### src/rtl/xbus_arb_pkg.sv
package xbus_arb_pkg;

   typedef enum logic [1:0] {
      ERR_NONE     = 2'd0,
      ERR_UNMAPPED = 2'd1,
      ERR_AREA_OFF = 2'd2,
      ERR_TIMEOUT  = 2'd3
   } xbus_err_e;

   typedef enum logic {
      ST_IDLE = 1'b0,
      ST_BUSY = 1'b1
   } xbus_state_e;

endpackage

### src/rtl/xbus_prio_pick.sv
module xbus_prio_pick #(
   parameter int N   = 3,
   localparam int IDW = (N > 1) ? $clog2(N) : 1
) (
   input  logic [N-1:0]   req_i,
   output logic [N-1:0]   win_o,
   output logic [IDW-1:0] win_id_o,
   output logic           any_o
);

   logic [N:0] seen;

   assign seen[0] = 1'b0;

   for (genvar i = 0; i < N; i++) begin : g_lane
      assign seen[i+1] = seen[i] | req_i[i];
      assign win_o[i]  = req_i[i] & ~seen[i];
   end

   assign any_o = seen[N];

   always_comb begin
      win_id_o = '0;
      for (int i = 0; i < N; i++) begin
         if (win_o[i]) win_id_o = IDW'(i);
      end
   end

endmodule

### src/rtl/xbus_area_chk.sv
module xbus_area_chk #(
   parameter int AW     = 16,
   parameter int SEL_W  = 4,
   parameter int N_AREA = 9
) (
   input  logic [AW-1:0]     addr_i,
   input  logic [N_AREA-1:0] dis_i,
   output logic              unmapped_o,
   output logic              area_off_o
);

   localparam int SLOTS = 1 << SEL_W;

   logic [SEL_W-1:0] area;
   logic [SLOTS-1:0] dis_pad;

   assign area = addr_i[AW-1 -: SEL_W];

   if (SLOTS > N_AREA) begin : g_pad
      assign dis_pad = {{(SLOTS-N_AREA){1'b0}}, dis_i};
   end else begin : g_full
      assign dis_pad = dis_i;
   end

   assign unmapped_o = (int'(area) >= N_AREA);
   assign area_off_o = ~unmapped_o & dis_pad[area];

endmodule

### src/rtl/xbus_err_status.sv
module xbus_err_status #(
   parameter int IDW = 2,
   parameter int AW  = 16
) (
   input  logic                   clk_i,
   input  logic                   rst_ni,
   input  logic                   ev_i,
   input  xbus_arb_pkg::xbus_err_e code_i,
   input  logic [IDW-1:0]         mid_i,
   input  logic [AW-1:0]          addr_i,
   input  logic                   clr_i,
   output logic                   irq_o,
   output logic [1:0]             code_o,
   output logic [IDW-1:0]         mid_o,
   output logic [AW-1:0]          addr_o
);

   import xbus_arb_pkg::*;

   logic     pend_q;
   xbus_err_e code_q;
   logic [IDW-1:0] mid_q;
   logic [AW-1:0]  addr_q;
   logic           take;

   assign take = ev_i & (~pend_q | clr_i);

   always_ff @(posedge clk_i or negedge rst_ni) begin
      if (!rst_ni) begin
         pend_q <= 1'b0;
         code_q <= ERR_NONE;
         mid_q  <= '0;
         addr_q <= '0;
      end else if (take) begin
         pend_q <= 1'b1;
         code_q <= code_i;
         mid_q  <= mid_i;
         addr_q <= addr_i;
      end else if (clr_i) begin
         pend_q <= 1'b0;
         code_q <= ERR_NONE;
         mid_q  <= '0;
         addr_q <= '0;
      end
   end

   assign irq_o  = pend_q;
   assign code_o = code_q;
   assign mid_o  = mid_q;
   assign addr_o = addr_q;

endmodule

### src/rtl/xbus_arb_mon.sv
module xbus_arb_mon #(
   parameter int N_MST       = 3,
   parameter int AW          = 16,
   parameter int SEL_W       = 4,
   parameter int N_AREA      = 9,
   parameter int TIMEOUT_CYC = 768,
   localparam int IDW = (N_MST > 1) ? $clog2(N_MST) : 1,
   localparam int CW  = $clog2(TIMEOUT_CYC)
) (
   input  logic                 clk_i,
   input  logic                 rst_ni,
   input  logic [N_MST-1:0]     mst_req_i,
   input  logic [N_MST*AW-1:0]  mst_addr_i,
   output logic [N_MST-1:0]     mst_gnt_o,
   output logic [N_MST-1:0]     mst_done_o,
   output logic [N_MST-1:0]     mst_err_o,
   input  logic [N_AREA-1:0]    area_dis_i,
   output logic                 ext_req_o,
   output logic [AW-1:0]        ext_addr_o,
   output logic [IDW-1:0]       ext_mid_o,
   input  logic                 ext_ack_i,
   output logic                 irq_o,
   input  logic                 err_clr_i,
   output logic [1:0]           err_code_o,
   output logic [IDW-1:0]       err_mid_o,
   output logic [AW-1:0]        err_addr_o
);

   import xbus_arb_pkg::*;

   if (N_MST < 2) begin : g_bad_mst
      $error("xbus_arb_mon: N_MST must be at least 2");
   end
   if (N_AREA > (1 << SEL_W)) begin : g_bad_area
      $error("xbus_arb_mon: N_AREA exceeds the area field");
   end
   if (SEL_W > AW) begin : g_bad_sel
      $error("xbus_arb_mon: SEL_W wider than the address");
   end
   if (TIMEOUT_CYC < 2) begin : g_bad_tmo
      $error("xbus_arb_mon: TIMEOUT_CYC too small");
   end

   xbus_state_e        state_q;
   logic [N_MST-1:0]   gnt_q;
   logic [IDW-1:0]     owner_q;
   logic [CW-1:0]      tmo_q;

   logic [N_MST-1:0]   win;
   logic [IDW-1:0]     win_id;
   logic               any_req;
   logic [AW-1:0]      cur_addr;
   logic               unmapped, area_off, fault;
   logic               busy, tmo_hit, fin_ok, fin_err;
   xbus_err_e          ev_code;

   xbus_prio_pick #(.N(N_MST)) u_pick (
      .req_i    (mst_req_i),
      .win_o    (win),
      .win_id_o (win_id),
      .any_o    (any_req)
   );

   always_comb begin
      cur_addr = '0;
      for (int i = 0; i < N_MST; i++) begin
         if (gnt_q[i]) cur_addr = mst_addr_i[i*AW +: AW];
      end
   end

   xbus_area_chk #(.AW(AW), .SEL_W(SEL_W), .N_AREA(N_AREA)) u_area (
      .addr_i     (cur_addr),
      .dis_i      (area_dis_i),
      .unmapped_o (unmapped),
      .area_off_o (area_off)
   );

   assign busy    = (state_q == ST_BUSY);
   assign fault   = busy & (unmapped | area_off);
   assign tmo_hit = busy & ~fault & ~ext_ack_i & (tmo_q == CW'(TIMEOUT_CYC - 1));
   assign fin_ok  = busy & ~fault & ext_ack_i;
   assign fin_err = fault | tmo_hit;

   always_comb begin
      if (unmapped)      ev_code = ERR_UNMAPPED;
      else if (area_off) ev_code = ERR_AREA_OFF;
      else               ev_code = ERR_TIMEOUT;
   end

   always_ff @(posedge clk_i or negedge rst_ni) begin
      if (!rst_ni) begin
         state_q <= ST_IDLE;
         gnt_q   <= '0;
         owner_q <= '0;
         tmo_q   <= '0;
      end else begin
         case (state_q)
            ST_IDLE: begin
               if (any_req) begin
                  state_q <= ST_BUSY;
                  gnt_q   <= win;
                  owner_q <= win_id;
                  tmo_q   <= '0;
               end
            end
            default: begin
               if (fin_ok || fin_err) begin
                  state_q <= ST_IDLE;
                  gnt_q   <= '0;
                  tmo_q   <= '0;
               end else begin
                  tmo_q <= tmo_q + 1'b1;
               end
            end
         endcase
      end
   end

   xbus_err_status #(.IDW(IDW), .AW(AW)) u_stat (
      .clk_i  (clk_i),
      .rst_ni (rst_ni),
      .ev_i   (fin_err),
      .code_i (ev_code),
      .mid_i  (owner_q),
      .addr_i (cur_addr),
      .clr_i  (err_clr_i),
      .irq_o  (irq_o),
      .code_o (err_code_o),
      .mid_o  (err_mid_o),
      .addr_o (err_addr_o)
   );

   assign mst_gnt_o  = gnt_q;
   assign mst_done_o = gnt_q & {N_MST{fin_ok}};
   assign mst_err_o  = gnt_q & {N_MST{fin_err}};
   assign ext_req_o  = busy & ~fault;
   assign ext_addr_o = cur_addr;
   assign ext_mid_o  = owner_q;

endmodule

### config.mk
export PLATFORM = sky130hd
export DESIGN_NAME = xbus_arb_mon
export DESIGN_NICKNAME = d
export VERILOG_FILES = /design/src/rtl/xbus_arb_pkg.sv /design/src/rtl/xbus_prio_pick.sv /design/src/rtl/xbus_area_chk.sv /design/src/rtl/xbus_err_status.sv /design/src/rtl/xbus_arb_mon.sv
export SDC_FILE = /design/constraint.sdc
export NUM_CORES = 1
export LEC_CHECK = 0
export BUFFER_PORTS_ARGS = -buffer_cell sky130_fd_sc_hd__clkbuf_2
export CAP_MARGIN = 0
export CELL_PAD_IN_SITES_DETAIL_PLACEMENT = 1
export CELL_PAD_IN_SITES_GLOBAL_PLACEMENT = 1
export CORE_ASPECT_RATIO = 1.5
export CORE_UTILIZATION = 37
export CTS_CLUSTER_DIAMETER = 80
export CTS_CLUSTER_SIZE = 30
export DETAILED_ROUTE_END_ITERATION = 16
export GPL_TIMING_DRIVEN = 0
export PLACE_DENSITY = 0.87
export SLEW_MARGIN = 15
export SYNTH_ARGS = -nofsm -noshare
export SYNTH_HDL_FRONTEND = slang
export SYNTH_SLANG_ARGS = --single-unit
### constraint.sdc
create_clock -name clk_i -period 8 [get_ports clk_i]
set_input_delay 2.4 -clock clk_i [delete_from_list [all_inputs] [get_ports clk_i]]
set_output_delay 2.4 -clock clk_i [all_outputs]
set_load 0.05 [all_outputs]
# Word level (Yosys, flattened, before mapping)
# Index checks and enable logic that the tools add are counted.
[totals]
ff_bits = 37
inputBits = 64
out_inout_bits = 49
elab_cells = 66
[classes]
n_addsub = 1
order_cmp = 2
eq_ne = 2
mux = 25
bitwise_logic = 23
reduce_logical = 5
[ops]
columns = ["cell", "count"]
rows = [
  ["$mux W16", 5],
  ["$mux W10", 3],
  ["$add A10 B1 Y10 const B", 1],
  ["$eq A10 B10 Y1 const B", 1],
  ["$mux W2", 5],
  ["$and A1 B1 Y1", 9],
  ["$mux W3", 3],
  ["$mux W1", 8],
  ["$not A1 Y1", 7],
  ["$and A3 B3 Y3", 2],
  ["$lt A4 B5 Y1 const B", 1],
  ["$or A1 B1 Y1", 5],
  ["$bmux W1 S4", 1],
  ["$ge A4 B4 Y1 const B", 1],
  ["$reduce_and A2 Y1", 2],
  ["$reduce_bool A2 Y1", 2],
  ["$ne A2 B1 Y1 const B", 1],
  ["$logic_or A1 B1 Y1", 1],
]

# Longest topological paths before layout
[logic_depth]
word_depth = 16
mapped_depth = 10
mapped_depth_nobuf = 8

# Modules after synthesis
# Synthesis repeated with hierarchy kept, for this count alone.
[unflattened]
cells_unflattened = 260
area_unflattened_um2 = 2454.9
[modules_own_cells]
columns = ["mod", "n_inst", "cells_each", "area_each_um2"]
rows = [
  ["xbus_arb_mon", 1, 151, 1192.4],
  ["xbus_err_status", 1, 92, 1116.1],
  ["xbus_area_chk", 1, 11, 103.8],
  ["xbus_prio_pick", 1, 6, 42.5],
]

# Worst setup path before layout
# No wires, ideal clock.
[synth_timing]
path_type = "input -> output"
startpoint = "input mst_addr_i[31]"
endpoint = "output mst_done_o[0]"
arrival_ps = 5048
path_slack_ps = 552
cell_stages = 7
path_buffers = 0
cell_sequence = "nand2_1 > a31oi_1 > a41o_1 > a21oi_1 > a32oi_1 > and3_1 > and3_1"
[synth_between]
elab_chain_cells = 11
word_cells_on_any_way = 13
classes_between = "order compare (1); mux (4); bitwise (8)"
[synth_lines]
columns = ["item", "line", "source"]
rows = [
  ["from (decl)", "xbus_arb_mon.sv:13", "input logic [N_MST*AW-1:0] mst_addr_i,"],
  ["$mux W16 (*) (2 in a row)", "xbus_arb_mon.sv:67", "if (gnt_q[i]) cur_addr = mst_addr_i[i*AW +: AW];"],
  ["named net ext_addr_o[15]", "xbus_arb_mon.sv:19", "output logic [AW-1:0] ext_addr_o,"],
  ["$bmux W1 S4 / $ge A4 B4 Y1 (equally long branches)", "xbus_area_chk.sv:26, xbus_area_chk.sv:25", ""],
  ["$mux W1 (implied by the code) / $not A1 Y1 (equally long branches)", "xbus_area_chk.sv:26", "assign area_off_o = ~unmapped_o & dis_pad[area];"],
  ["$and A1 B1 Y1", "xbus_area_chk.sv:26", ""],
  ["$or A1 B1 Y1 (*)", "xbus_arb_mon.sv:79", "assign fault = busy & (unmapped | area_off);"],
  ["$and A1 B1 Y1 (*)", "xbus_arb_mon.sv:79", ""],
  ["$not A1 Y1 (*)", "--", ""],
  ["$and A1 B1 Y1 (*)", "--", ""],
  ["named net ext_req_o", "xbus_arb_mon.sv:18", "output logic ext_req_o,"],
  ["$and A1 B1 Y1 (*)", "xbus_arb_mon.sv:81", "assign fin_ok = busy & ~fault & ext_ack_i;"],
  ["$and A3 B3 Y3 (*)", "xbus_arb_mon.sv:134", "assign mst_done_o = gnt_q & {N_MST{fin_ok}};"],
  ["to (decl)", "xbus_arb_mon.sv:15", "output logic [N_MST-1:0] mst_done_o,"],
]
# The timed path passes the listed nets; every way through them passes the cells marked *. The select of a mux whose other input is x is not followed.

# Worst setup path after layout
[layout_timing]
startpoint = "input mst_addr_i[44]"
endpoint = "output mst_done_o[0]"
[layout_between]
elab_chain_cells = 10
word_cells_on_any_way = 12
classes_between = "order compare (1); mux (3); bitwise (8)"
[layout_lines]
columns = ["item", "line"]
rows = [
  ["$mux W16 (*)", "xbus_arb_mon.sv:67"],
  ["$bmux W1 S4 / $ge A4 B4 Y1 (equally long branches)", "xbus_area_chk.sv:26, xbus_area_chk.sv:25"],
  ["$mux W1 (implied by the code) / $not A1 Y1 (equally long branches)", "xbus_area_chk.sv:26"],
  ["$and A1 B1 Y1", "xbus_area_chk.sv:26"],
  ["$or A1 B1 Y1 (*)", "xbus_arb_mon.sv:79"],
  ["$and A1 B1 Y1 (*)", "xbus_arb_mon.sv:79"],
  ["$not A1 Y1 (*)", "xbus_arb_mon.sv:81"],
  ["$and A1 B1 Y1 (*) (2 in a row)", "xbus_arb_mon.sv:81"],
  ["$and A3 B3 Y3 (*)", "xbus_arb_mon.sv:134"],
]
# Every way passes the cells marked *; elsewhere a longest branch is shown, timed or not. The select of a mux whose other input is x is not followed.

==> impl_results.md <==
- Vias: 2428
- Worst skew pair latency: 0.29 ns
- Post-synthesis sequential area ratio: 0.383
- # IOs: 113
- Run status: completed
- Commonest non-fill, non-tap cell in the layout: clkbuf_2
- Yosys reg bits: 37
- Residual DRC: 0
- Nets: 431
- CTS buffer count: 5
- Final setup viols: 0
- Fin. max-slew vios: 0
- Number of port buffers: 112
- Max-cap violations: 0
- P_sw: 0.741 mW
- Clock Power Share: 0.096
- Fraction of layout cells with a size suffix above 1: 0.411
- Met2 global-route usage: 0.465
- Cells after Synth: 247
- Wire length per cell: 17.9 um
- Root Driver: clkbuf_8
- WL final: 7910 um
- Comb pwr share: 0.688
- Worst Max-Slew Pin Slew: 0.947 ns
- Chip height: 101 um
- Post-synth cell types: 52
- Worst Skew: 0.00510 ns
- Critical path fanouts, max: 4
- Async set-reset flop share out of synthesis: 1.00
- Switching share of total power: 0.564
- # Post-CTS Setup Buffers: 0
- WHS: 0.503 ns
- Yosys warning count: 0
- Initial DRC Count: 68
- Final hold vios: 0
- Initial antenna violation count: 0
- Commonest cells after routing, fill and taps aside: clkbuf_2, dfrtp_1, nor2b_1
- Met3 usage: 0.0441
- Hold path cells: 1
- M1 GR Usage: 0.228
- First-pass GRT wire length: 12100 um
- Worst r2r src: mst_gnt_o[0]$_DFFE_PN0P_
- Mean post-synth cell area: 9.79 sq um
- FF-to-FF setup slack: 5.25 ns
- Max VDD drop: 0.168 mV
- Internal power: 0.573 mW
- Core ar.: 6220 sq um
- PwrDens: 417 nW/um^2
- GR Overflow Total: 0
- Post-Syn Area: 2420 sq um
- RSZ-0062 raised after global routing: false
- Die area: 6870 sq um
- Setup Crit Path Kind: input pin to output port
- Tot Pwr: 1.31 mW
- CP Capture Type: output port
- Pleak: 1.66 nW
- Post-synth top flop: dfrtp_1
- Via density: 5.51
- Achievable frequency: 141 MHz
- Die width: 68.0 um
- Post-CTS Hold Buffers: 0
- Detailed placer's ending HPWL: 6310 um
- CP Data Required Time: 5.60 ns
- Synth-to-Final Area Change: 30.3%
- Starting Density: 0.389
- Clock Sinks: 37
- CTS Buffer Depth: 2
- Final GP Congestion: 0.830
- CTS tree: done
- Seq pwr share: 0.216
- Syn Nets: 312
- Worst hold path type: flop to flop
- Clock transition at path regs: 0.07 ns
- Fillers: 778
- Top Usage Layer GRT: met2
- Post-synth EDFFs: 0
- Worst path arrival time: 4.69 ns
- Largest net degree at the start of global routing: 38
- Number of global-route vias before repair: 2598
- Cells on worst reg2reg path: 9
- 1st-pass router iterations: 5
- Worst slew margin: 0.369
- Crit path launch: mst_addr_i[44]
- Crit Reg-Reg Endpoint: mst_gnt_o[2]$_DFFE_PN0P_
- # rows: 35
- H-tree Lvls: 2
- CP Capture Point: mst_done_o[0]
- Antenna viol nets, final: 0
- N_diodes: 0
- Post-cts resize count: 0
- Final Critical Period: 7.09 ns
- Gr usage total: 0.237
- CP Launch Type: input pin
- Tcrit/Tclk final: 0.887
- Setup TNS: 0 ns
state kept, by name (all words and copies together), names as in the netlist:
signal and count:
mst_gnt_o 3, u_stat.mid_o 2, u_stat.code_o 2, busy 1, u_stat.addr_o 16, ext_mid_o 2
tmo_q 10, u_stat.irq_o 1
per-stage QoR:
stage	cells	area (sq um)	utilization	setup WS, ns
floorplan	247	2420	-	0.552
global placement	433	3070	0.494	0.941
detailed placement	433	3070	0.494	0.914
CTS	441	3150	0.507	0.903
global route	441	3150	0.507	0.729
finish	441	3150	0.507	0.905
final cells by class:
type | count | area, sq um | share of cell area
clock buffer | 8 | 80.1 | 0.0254
inverter | 6 | 22.5 | 0.00715
tap | 74 | 92.6 | 0.0294
timing repair buffer | 112 | 561 | 0.178
sequential | 37 | 926 | 0.294
buffer | 15 | 90.1 | 0.0286
multi-input combinational | 189 | 1380 | 0.438
worst min path at each step:
stage | startpoint | endpoint
final | tmo_q[7]$_DFFE_PN0P_ | tmo_q[7]$_DFFE_PN0P_
after global routing | tmo_q[7]$_DFFE_PN0P_ | tmo_q[7]$_DFFE_PN0P_
after CTS | tmo_q[7]$_DFFE_PN0P_ | tmo_q[7]$_DFFE_PN0P_
after detailed placement | tmo_q[7]$_DFFE_PN0P_ | tmo_q[7]$_DFFE_PN0P_
after global placement | tmo_q[7]$_DFFE_PN0P_ | tmo_q[7]$_DFFE_PN0P_
after floorplan | tmo_q[7]$_DFFE_PN0P_ | tmo_q[7]$_DFFE_PN0P_
Yosys cell counts (all sizes together), types with 2 or more instances:
library cell,number,area (sq um)
dfrtp,37,926
nor2b,22,138
nand2,21,78.8
mux2,20,259
o21ai,15,75.1
a22oi,13,97.6
nor2,12,45.0
a21oi,11,58.8
clkbuf,10,38.8
and3,9,56.3
mux2i,7,70.1
nand3,7,47.6
a22o,6,52.6
inv,6,22.5
buf,5,51.3
a21o,4,31.3
nand2b,4,25.0
nand3b,4,42.5
nor3,4,20.0
a31oi,3,18.8
a221o,2,20.0
a2bb2oi,2,52.6
a32oi,2,17.5
o22a,2,17.5
or2,2,12.5
kinds of logic after synthesis:
kind of cell    share of synthesized area
compound gates                      0.211
fa+ha+maj                         0.00517
simple gates                        0.215
flops                               0.383
xor+xnor                          0.00362
mux                                 0.136
buf+inv                            0.0466
critical path, stage by stage:
cell	delay [ns]
clkbuf_2	0.15
mux2_2	0.35
a32o_1	0.19
a2111oi_0	0.36
a31oi_1	0.16
a32oi_1	0.33
and3_1	0.30
and3_1	0.17
clkbuf_2	0.28
per-layer routing:
layer / part of all wire / routed length [um]
met3: 0.049 / 385
met5: 0 / 0
met1: 0.35 / 2760
met2: 0.57 / 4520
met4: 0.031 / 246
power by group through the flow:
stage	logic (mW)	clock network [mW]	registers [mW]
final	0.903	0.126	0.284
after global routing	0.954	0.137	0.290
after CTS	0.909	0.129	0.285
after detailed placement	0.905	0	0.288
after global placement	0.880	0	0.283
after floorplan	0.513	0	0.457
Power figures use the tool's default switching activity.
